File: config.mk
export PLATFORM = sky130hd
export DESIGN_NAME = smw_write_seq
export DESIGN_NICKNAME = d
export VERILOG_FILES = /design/src/rtl/smw_pkg.sv /design/src/rtl/smw_lane_dec.sv /design/src/rtl/smw_timer.sv /design/src/rtl/smw_write_seq.sv
export SDC_FILE = /design/constraint.sdc
export NUM_CORES = 1
export LEC_CHECK = 0
export ABC_CLOCK_PERIOD_IN_PS = 3790
export BUFFER_PORTS_ARGS = -buffer_cell sky130_fd_sc_hd__buf_2
export CORE_MARGIN = 3
export CORE_UTILIZATION = 47
export CTS_BUF_LIST = sky130_fd_sc_hd__clkbuf_4 sky130_fd_sc_hd__clkbuf_8 sky130_fd_sc_hd__clkbuf_16
export CTS_CLUSTER_DIAMETER = 120
export DETAILED_ROUTE_END_ITERATION = 8
export PLACE_DENSITY_LB_ADDON = 0.12
export SLEW_MARGIN = 5
export SYNTH_ARGS = -nofsm -noshare
export SYNTH_HDL_FRONTEND = slang
export SYNTH_HIERARCHICAL = 1
export SYNTH_SLANG_ARGS = --single-unit
File: constraint.sdc
create_clock -name clk -period 3.79 [get_ports clk]
set_input_delay 0.379 -clock clk [delete_from_list [all_inputs] [get_ports clk]]
set_output_delay 0.379 -clock clk [all_outputs]
set_load 0.03 [all_outputs]
File: src/rtl/smw_pkg.sv
// Shared definitions for the static memory write sequencer.
// Assumes a four-lane (32-bit) data path for the size encodings.
package smw_pkg;
    typedef enum logic [1:0] {
        SZ_BYTE = 2'b00,
        SZ_HALF = 2'b01,
        SZ_WORD = 2'b10,
        SZ_WRD2 = 2'b11
    } xfer_size_e;
endpackage

File: src/rtl/smw_lane_dec.sv
// Byte-lane select decoder: turns transfer size and low address bits
// into an active-high lane mask. Purely combinational.
// Assumes LANES is a power of two and at least 4.
module smw_lane_dec #(
    parameter int LANES = 4,
    localparam int OFF_W = $clog2(LANES)
) (
    input  logic [1:0]       size,
    input  logic [OFF_W-1:0] offset,
    output logic [LANES-1:0] mask
);
    import smw_pkg::*;

    xfer_size_e sz;
    assign sz = xfer_size_e'(size);

    for (genvar i = 0; i < LANES; i++) begin : g_lane
        localparam logic [OFF_W-1:0] LANE_IDX  = OFF_W'(i);
        localparam logic [OFF_W-1:0] HALF_BASE = OFF_W'(i & ~1);
        // one lane: pick by size
        always_comb begin
            unique case (sz)
                SZ_BYTE: mask[i] = (offset == LANE_IDX);
                SZ_HALF: mask[i] = ({offset[OFF_W-1:1], 1'b0} == HALF_BASE);
                default: mask[i] = 1'b1;
            endcase
        end
    end
endmodule

File: src/rtl/smw_timer.sv
// Cycle timer: counts clocks within a write cycle and produces the
// next-cycle phase flags (cycle active, lane frame, write window, last).
// Assumes start is only pulsed while idle; settings are sampled on start.
module smw_timer #(
    parameter int WS_W = 4,
    localparam int CNT_W = WS_W + 2
) (
    input  logic            clk,
    input  logic            rst_n,
    input  logic            start,
    input  logic [WS_W-1:0] len_ws,
    input  logic [WS_W-1:0] we_ws,
    output logic            nxt_busy,
    output logic            nxt_frame,
    output logic            nxt_we_win,
    output logic            nxt_last
);
    logic             busy_q;
    logic [CNT_W-1:0] cnt_q;
    logic [CNT_W-1:0] frm_beg_q, we_beg_q, we_end_q, last_q;
    logic [CNT_W-1:0] c_frm_beg, c_we_beg, c_we_end, c_last, c_lo_len;
    logic [CNT_W-1:0] s_frm_beg, s_we_beg, s_we_end, s_last;
    logic [CNT_W-1:0] nxt_cnt;

    // derive the phase boundaries from the incoming settings
    always_comb begin
        c_lo_len  = (len_ws > we_ws) ? CNT_W'(len_ws) - CNT_W'(we_ws) : CNT_W'(1);
        c_frm_beg = CNT_W'(we_ws);
        c_we_beg  = CNT_W'(we_ws) + CNT_W'(1);
        c_we_end  = CNT_W'(we_ws) + c_lo_len;
        c_last    = c_we_end + CNT_W'(1);
    end

    // choose fresh boundaries on start, stored ones otherwise
    always_comb begin
        s_frm_beg = start ? c_frm_beg : frm_beg_q;
        s_we_beg  = start ? c_we_beg  : we_beg_q;
        s_we_end  = start ? c_we_end  : we_end_q;
        s_last    = start ? c_last    : last_q;
    end

    // next counter value and next activity
    always_comb begin
        nxt_cnt  = start ? '0 : cnt_q + CNT_W'(1);
        nxt_busy = start | (busy_q & (cnt_q != last_q));
    end

    // phase flags for the coming clock
    always_comb begin
        nxt_frame  = nxt_busy && (nxt_cnt >= s_frm_beg);
        nxt_we_win = nxt_busy && (nxt_cnt >= s_we_beg) && (nxt_cnt <= s_we_end);
        nxt_last   = nxt_busy && (nxt_cnt == s_last);
    end

    // state registers
    always_ff @(posedge clk) begin
        if (!rst_n) begin
            busy_q    <= 1'b0;
            cnt_q     <= '0;
            frm_beg_q <= '0;
            we_beg_q  <= '0;
            we_end_q  <= '0;
            last_q    <= '0;
        end else begin
            busy_q    <= nxt_busy;
            cnt_q     <= nxt_busy ? nxt_cnt : '0;
            frm_beg_q <= s_frm_beg;
            we_beg_q  <= s_we_beg;
            we_end_q  <= s_we_end;
            last_q    <= s_last;
        end
    end


    cnt_in_range_chk: assert property (@(posedge clk) disable iff (!rst_n)
        busy_q |-> (cnt_q <= last_q));

    we_inside_cycle_chk: assert property (@(posedge clk) disable iff (!rst_n)
        busy_q |-> (we_end_q < last_q && we_beg_q <= we_end_q));
endmodule

File: src/rtl/smw_write_seq.sv
// Static memory write sequencer top: accepts one write request while
// idle, then drives chip select, write enable, byte lanes, address and
// data with registered outputs, and pulses done on the last clock.
// Assumes a single bank and DATA_W a multiple of 32.
module smw_write_seq #(
    parameter int ADDR_W = 18,
    parameter int DATA_W = 32,
    parameter int WS_W   = 4,
    localparam int LANES = DATA_W / 8,
    localparam int OFF_W = $clog2(LANES)
) (
    input  logic              clk,
    input  logic              rst_n,
    input  logic              req_i,
    output logic              ready_o,
    input  logic [ADDR_W-1:0] addr_i,
    input  logic [DATA_W-1:0] data_i,
    input  logic [1:0]        size_i,
    input  logic [WS_W-1:0]   len_ws_i,
    input  logic [WS_W-1:0]   we_ws_i,
    input  logic              we_common_i,
    output logic              mem_cs_n_o,
    output logic              mem_we_n_o,
    output logic [LANES-1:0]  mem_lane_n_o,
    output logic [ADDR_W-1:0] mem_addr_o,
    output logic [DATA_W-1:0] mem_data_o,
    output logic              done_o
);
    logic             start;
    logic             nxt_busy, nxt_frame, nxt_we_win, nxt_last;
    logic [LANES-1:0] dec_mask, mask_q, sel_mask;
    logic             mode_q, sel_mode;

    assign start = req_i & ready_o;

    smw_lane_dec #(.LANES(LANES)) i_lane_dec (
        .size   (size_i),
        .offset (addr_i[OFF_W-1:0]),
        .mask   (dec_mask)
    );

    smw_timer #(.WS_W(WS_W)) i_timer (
        .clk        (clk),
        .rst_n      (rst_n),
        .start      (start),
        .len_ws     (len_ws_i),
        .we_ws      (we_ws_i),
        .nxt_busy   (nxt_busy),
        .nxt_frame  (nxt_frame),
        .nxt_we_win (nxt_we_win),
        .nxt_last   (nxt_last)
    );

    // pick request-time or held lane mask and strobe mode
    always_comb begin
        sel_mask = start ? dec_mask : mask_q;
        sel_mode = start ? we_common_i : mode_q;
    end

    // hold the request's lane mask and mode for the cycle
    always_ff @(posedge clk) begin
        if (!rst_n) begin
            mask_q <= '0;
            mode_q <= 1'b1;
        end else if (start) begin
            mask_q <= dec_mask;
            mode_q <= we_common_i;
        end
    end

    // registered memory strobes and handshake
    always_ff @(posedge clk) begin
        if (!rst_n) begin
            mem_cs_n_o   <= 1'b1;
            mem_we_n_o   <= 1'b1;
            mem_lane_n_o <= '1;
            done_o       <= 1'b0;
            ready_o      <= 1'b1;
        end else begin
            mem_cs_n_o   <= ~nxt_busy;
            mem_we_n_o   <= ~(sel_mode & nxt_we_win);
            mem_lane_n_o <= ~(sel_mask & {LANES{sel_mode ? nxt_frame : nxt_we_win}});
            done_o       <= nxt_last;
            ready_o      <= ~nxt_busy;
        end
    end

    // registered address and data, loaded on acceptance
    always_ff @(posedge clk) begin
        if (!rst_n) begin
            mem_addr_o <= '0;
            mem_data_o <= '0;
        end else if (start) begin
            mem_addr_o <= addr_i;
            mem_data_o <= data_i;
        end
    end


    cs_leads_we_chk: assert property (@(posedge clk) disable iff (!rst_n)
        $fell(mem_we_n_o) |-> $past(!mem_cs_n_o) && $past(mem_lane_n_o != '1));

    cs_trails_we_chk: assert property (@(posedge clk) disable iff (!rst_n)
        $rose(mem_we_n_o) |=> $rose(mem_cs_n_o) && (mem_lane_n_o == '1));

    we_within_cs_chk: assert property (@(posedge clk) disable iff (!rst_n)
        !mem_we_n_o |-> !mem_cs_n_o);

    we_idle_strobe_mode_chk: assert property (@(posedge clk) disable iff (!rst_n)
        (!mode_q && !mem_cs_n_o) |-> mem_we_n_o);

    lane_count_chk: assert property (@(posedge clk) disable iff (!rst_n)
        ($countones(~mem_lane_n_o) == 0 || $countones(~mem_lane_n_o) == 1 ||
         $countones(~mem_lane_n_o) == 2 || $countones(~mem_lane_n_o) == LANES));

    bus_hold_chk: assert property (@(posedge clk) disable iff (!rst_n)
        (!mem_cs_n_o && $past(!mem_cs_n_o)) |-> ($stable(mem_addr_o) && $stable(mem_data_o)));

    done_ends_cycle_chk: assert property (@(posedge clk) disable iff (!rst_n)
        done_o |=> (mem_cs_n_o && ready_o && !done_o));

    busy_not_ready_chk: assert property (@(posedge clk) disable iff (!rst_n)
        !mem_cs_n_o |-> !ready_o);
endmodule

==> metrics.txt <==
Hold-fix buffers, CTS=0; Hold Path Class=input pin to flop; total CTS buffers=9; Final ANT Viol Nets=0; largest area contributor in the netlist=dfxtp_1; Post-CTS Setup Bufs=0; vias per inst=5.08; DP Area=5320 um^2; Mapped Area=4440 um^2; post-CTS sizing=0; post-synthesis cell type count=57; minimum clock period=3.53 ns; WL per Instance=13.3 um; RSZ-0062 raised after global routing=no; Worst Path Max Fanout=4; required time worst endpoint=4.03 ns; pins over their slew limit=0; vias in the first global route=3,632; die span in x=103 um; most used cell, CP=ha_1; outcome=finished clean; via count=3,922; Clock Skews=0.0151 ns; flops & latches, synth=93; io pins=122; Leak Pwr=0.00263 uW; Largest delay share family, worst path=compound AO/OA/AOI/OAI gates; gr ovfl total=0; Crit path largest cell delay=0.29 ns; Setup-failing EPs final=0; post-layout util=0.620; most frequent cells after synthesis=114 x nand2_1, 93 x dfxtp_1, 65 x a21oi_1, 34 x nor2_1, 28 x ha_1; Sink Count=93; synth warn=6; gpl congestion=0.877; GRT Overall Usage=0.191; CTS tree=yes; Synth area leaders=dfxtp_1 42%, nand2_1 9.6%, ha_1 7.9%; Row Count=34; clk_lat worst skew=0.36 ns; CORE AREA=8930 um^2; root buffer cell=clkbuf_8; Synth Instances=517; Max clock buf depth=2; Seq/Total Area, Yosys=0.420; final hold violation count=0; relative slew slack=0.395; DP Wirelength=7730 um; Post-synth top flop=dfxtp_1; share of layout cells above drive strength 1=0.292; minimum setup slack in the final design=0.261 ns; CP Buf/Inv Count=2; Detailed Route WL=10,300 um; Multi-input gate area=2390 um^2; initial DRC count=124; Reg area=1860 um^2; die area=10,600 um^2; first-pass GRT wire length=16,300 um; CP Launch Type=input pin; CP max stage cell=ha_1; pwr dens=447 nW/um^2; CP Cell Sequence=buf_2 > inv_1 > ha_1 > and2b_4 > o32ai_4 > a41oi_2 > and2_1 > ha_1 > a21oi_1 > nor2b_1 > o22ai_4 > o211ai_1 > a21boi_1 > ha_1 > a21oi_1 > o21ai_0 > o21a_1 > nor3_2 > and3_4 > o21ai_1; drt drc=0; Design Area, Final=5540 um^2; Tcrit/Tclk final=0.931; Critical Path Sink Type=flop; CTS H-tree depth=3; fillers=789; top-area cell type share of the netlist area=0.420; Ant. Diodes=0; WS Path Type=input pin to flop; DRT Pass-1 Iters=4; Post-synth EDFFs=0; Max Freq=283 MHz; count of input and output buffers=121; # nets final=753; Initial Utilization=0.497; die height=103 um; most common cell in the netlist=nand2_1; asr flop ratio synth=0; initial antenna violation count=0; Slew @ Worst Pin=0.908 ns; syn_nets=611; Critical Path AT=3.77 ns; Area Overhead vs Synth=24.8%; max cap viols=0; dpl ws=-0.255 ns; IR drop worst, VDD=189 uV; clk slew on worst S/H paths=0.10 ns; largest net degree at the start of global routing=55; Avg Cell Area, Syn=8.58 um^2
==> cells in the final DEF, fill, tap and decap left out, drive strengths merged, types with 11 or more instances in the layout <==
cell type / netlist / layout
o21ai: 14 / 14
xnor2: 11 / 11
nor2: 34 / 34
dfxtp: 93 / 93
xor2: 12 / 12
nand3: 12 / 12
ha: 28 / 28
buf: 18 / 157
a21oi: 65 / 65
clkbuf: 8 / 11
inv: 17 / 19
nand2: 114 / 114
mux2i: 11 / 11
==> layer usage <==
metal	wire (um)	GRT usage	vias up
li1	-	-	2020
met1	4840	0.249	1797
met2	4800	0.316	94
met3	483	0.0449	11
met4	130	0.0588	0
met5	0	0	-
==> per-stage QoR <==
step                std cells  setup TNS, ns  power (uW)  hold WS [ns]
finish                    772              0        2470         0.245
detailed placement        756          -1.16        1800         0.443
floorplan                 517              0        1580         0.439
global placement          756         -0.772        1780         0.439
CTS                       772              0        2500         0.226
global route              772              0        2630         0.220
==> worst register-to-register path, cell delays in order (launching register included) <==
cell,delay [ns]
dfxtp_1,0.61
nand2_1,0.15
inv_2,0.31
buf_4,0.26
mux2i_1,0.29
ha_1,0.28
a21o_1,0.15
a21o_1,0.17
a21o_1,0.17
a21o_1,0.17
a21oi_1,0.17
nor3_2,0.07
and3_4,0.18
o21ai_1,0.12
==> cells by family (layout without fill, tap and decap cells) <==
logic type,after synthesis,in the layout,synth area share
and+or+nand+nor,199,199,0.198
xor gates and xnor gates,23,23,0.0496
DFF,93,93,0.420
AOI/OAI and AO/OA,117,117,0.171
muxes,12,12,0.0302
buffers and inverters,43,190,0.0437
adders and majority gates,30,30,0.0880
==> power breakdown <==
group          internal [uW]  switching [uW]
clock network            340             352
logic                    300             395
registers               1050            39.4
total                   1690             787
==> state kept, by name, indices dropped and copies added (netlist names), 4 cells and up <==
name / count
i_timer/cnt_q: 6
i_timer/we_end_q: 6
i_timer/frm_beg_q: 6
mem_data_o: 32
mem_addr_o: 18
i_timer/we_beg_q: 6
i_timer/last_q: 6
mem_lane_n_o: 4
mask_q: 4
==> worst paths after layout <==
path,cells after the start,startpoint,end,slack (ns)
worst max-delay path,20,we_ws_i[1],mem_lane_n_o[1],0.26
worst min-delay path,3,data_i[18],mem_data_o[18],0.25
worst min register to register,2,mem_data_o[5],mem_data_o[5],0.46
worst max register to register,13,mem_cs_n_o,mem_lane_n_o[1],0.62
==> area by class of cell <==
type / count / area share
multi-input cells: 381 / 0.432
flip-flops and latches: 93 / 0.336
repair buffers: 157 / 0.158
clock buffers: 11 / 0.0262
well taps: 108 / 0.0244
clock inverters: 5 / 0.0122
inverters: 17 / 0.0115
Note: power is estimated with default switching activity, not from simulation.
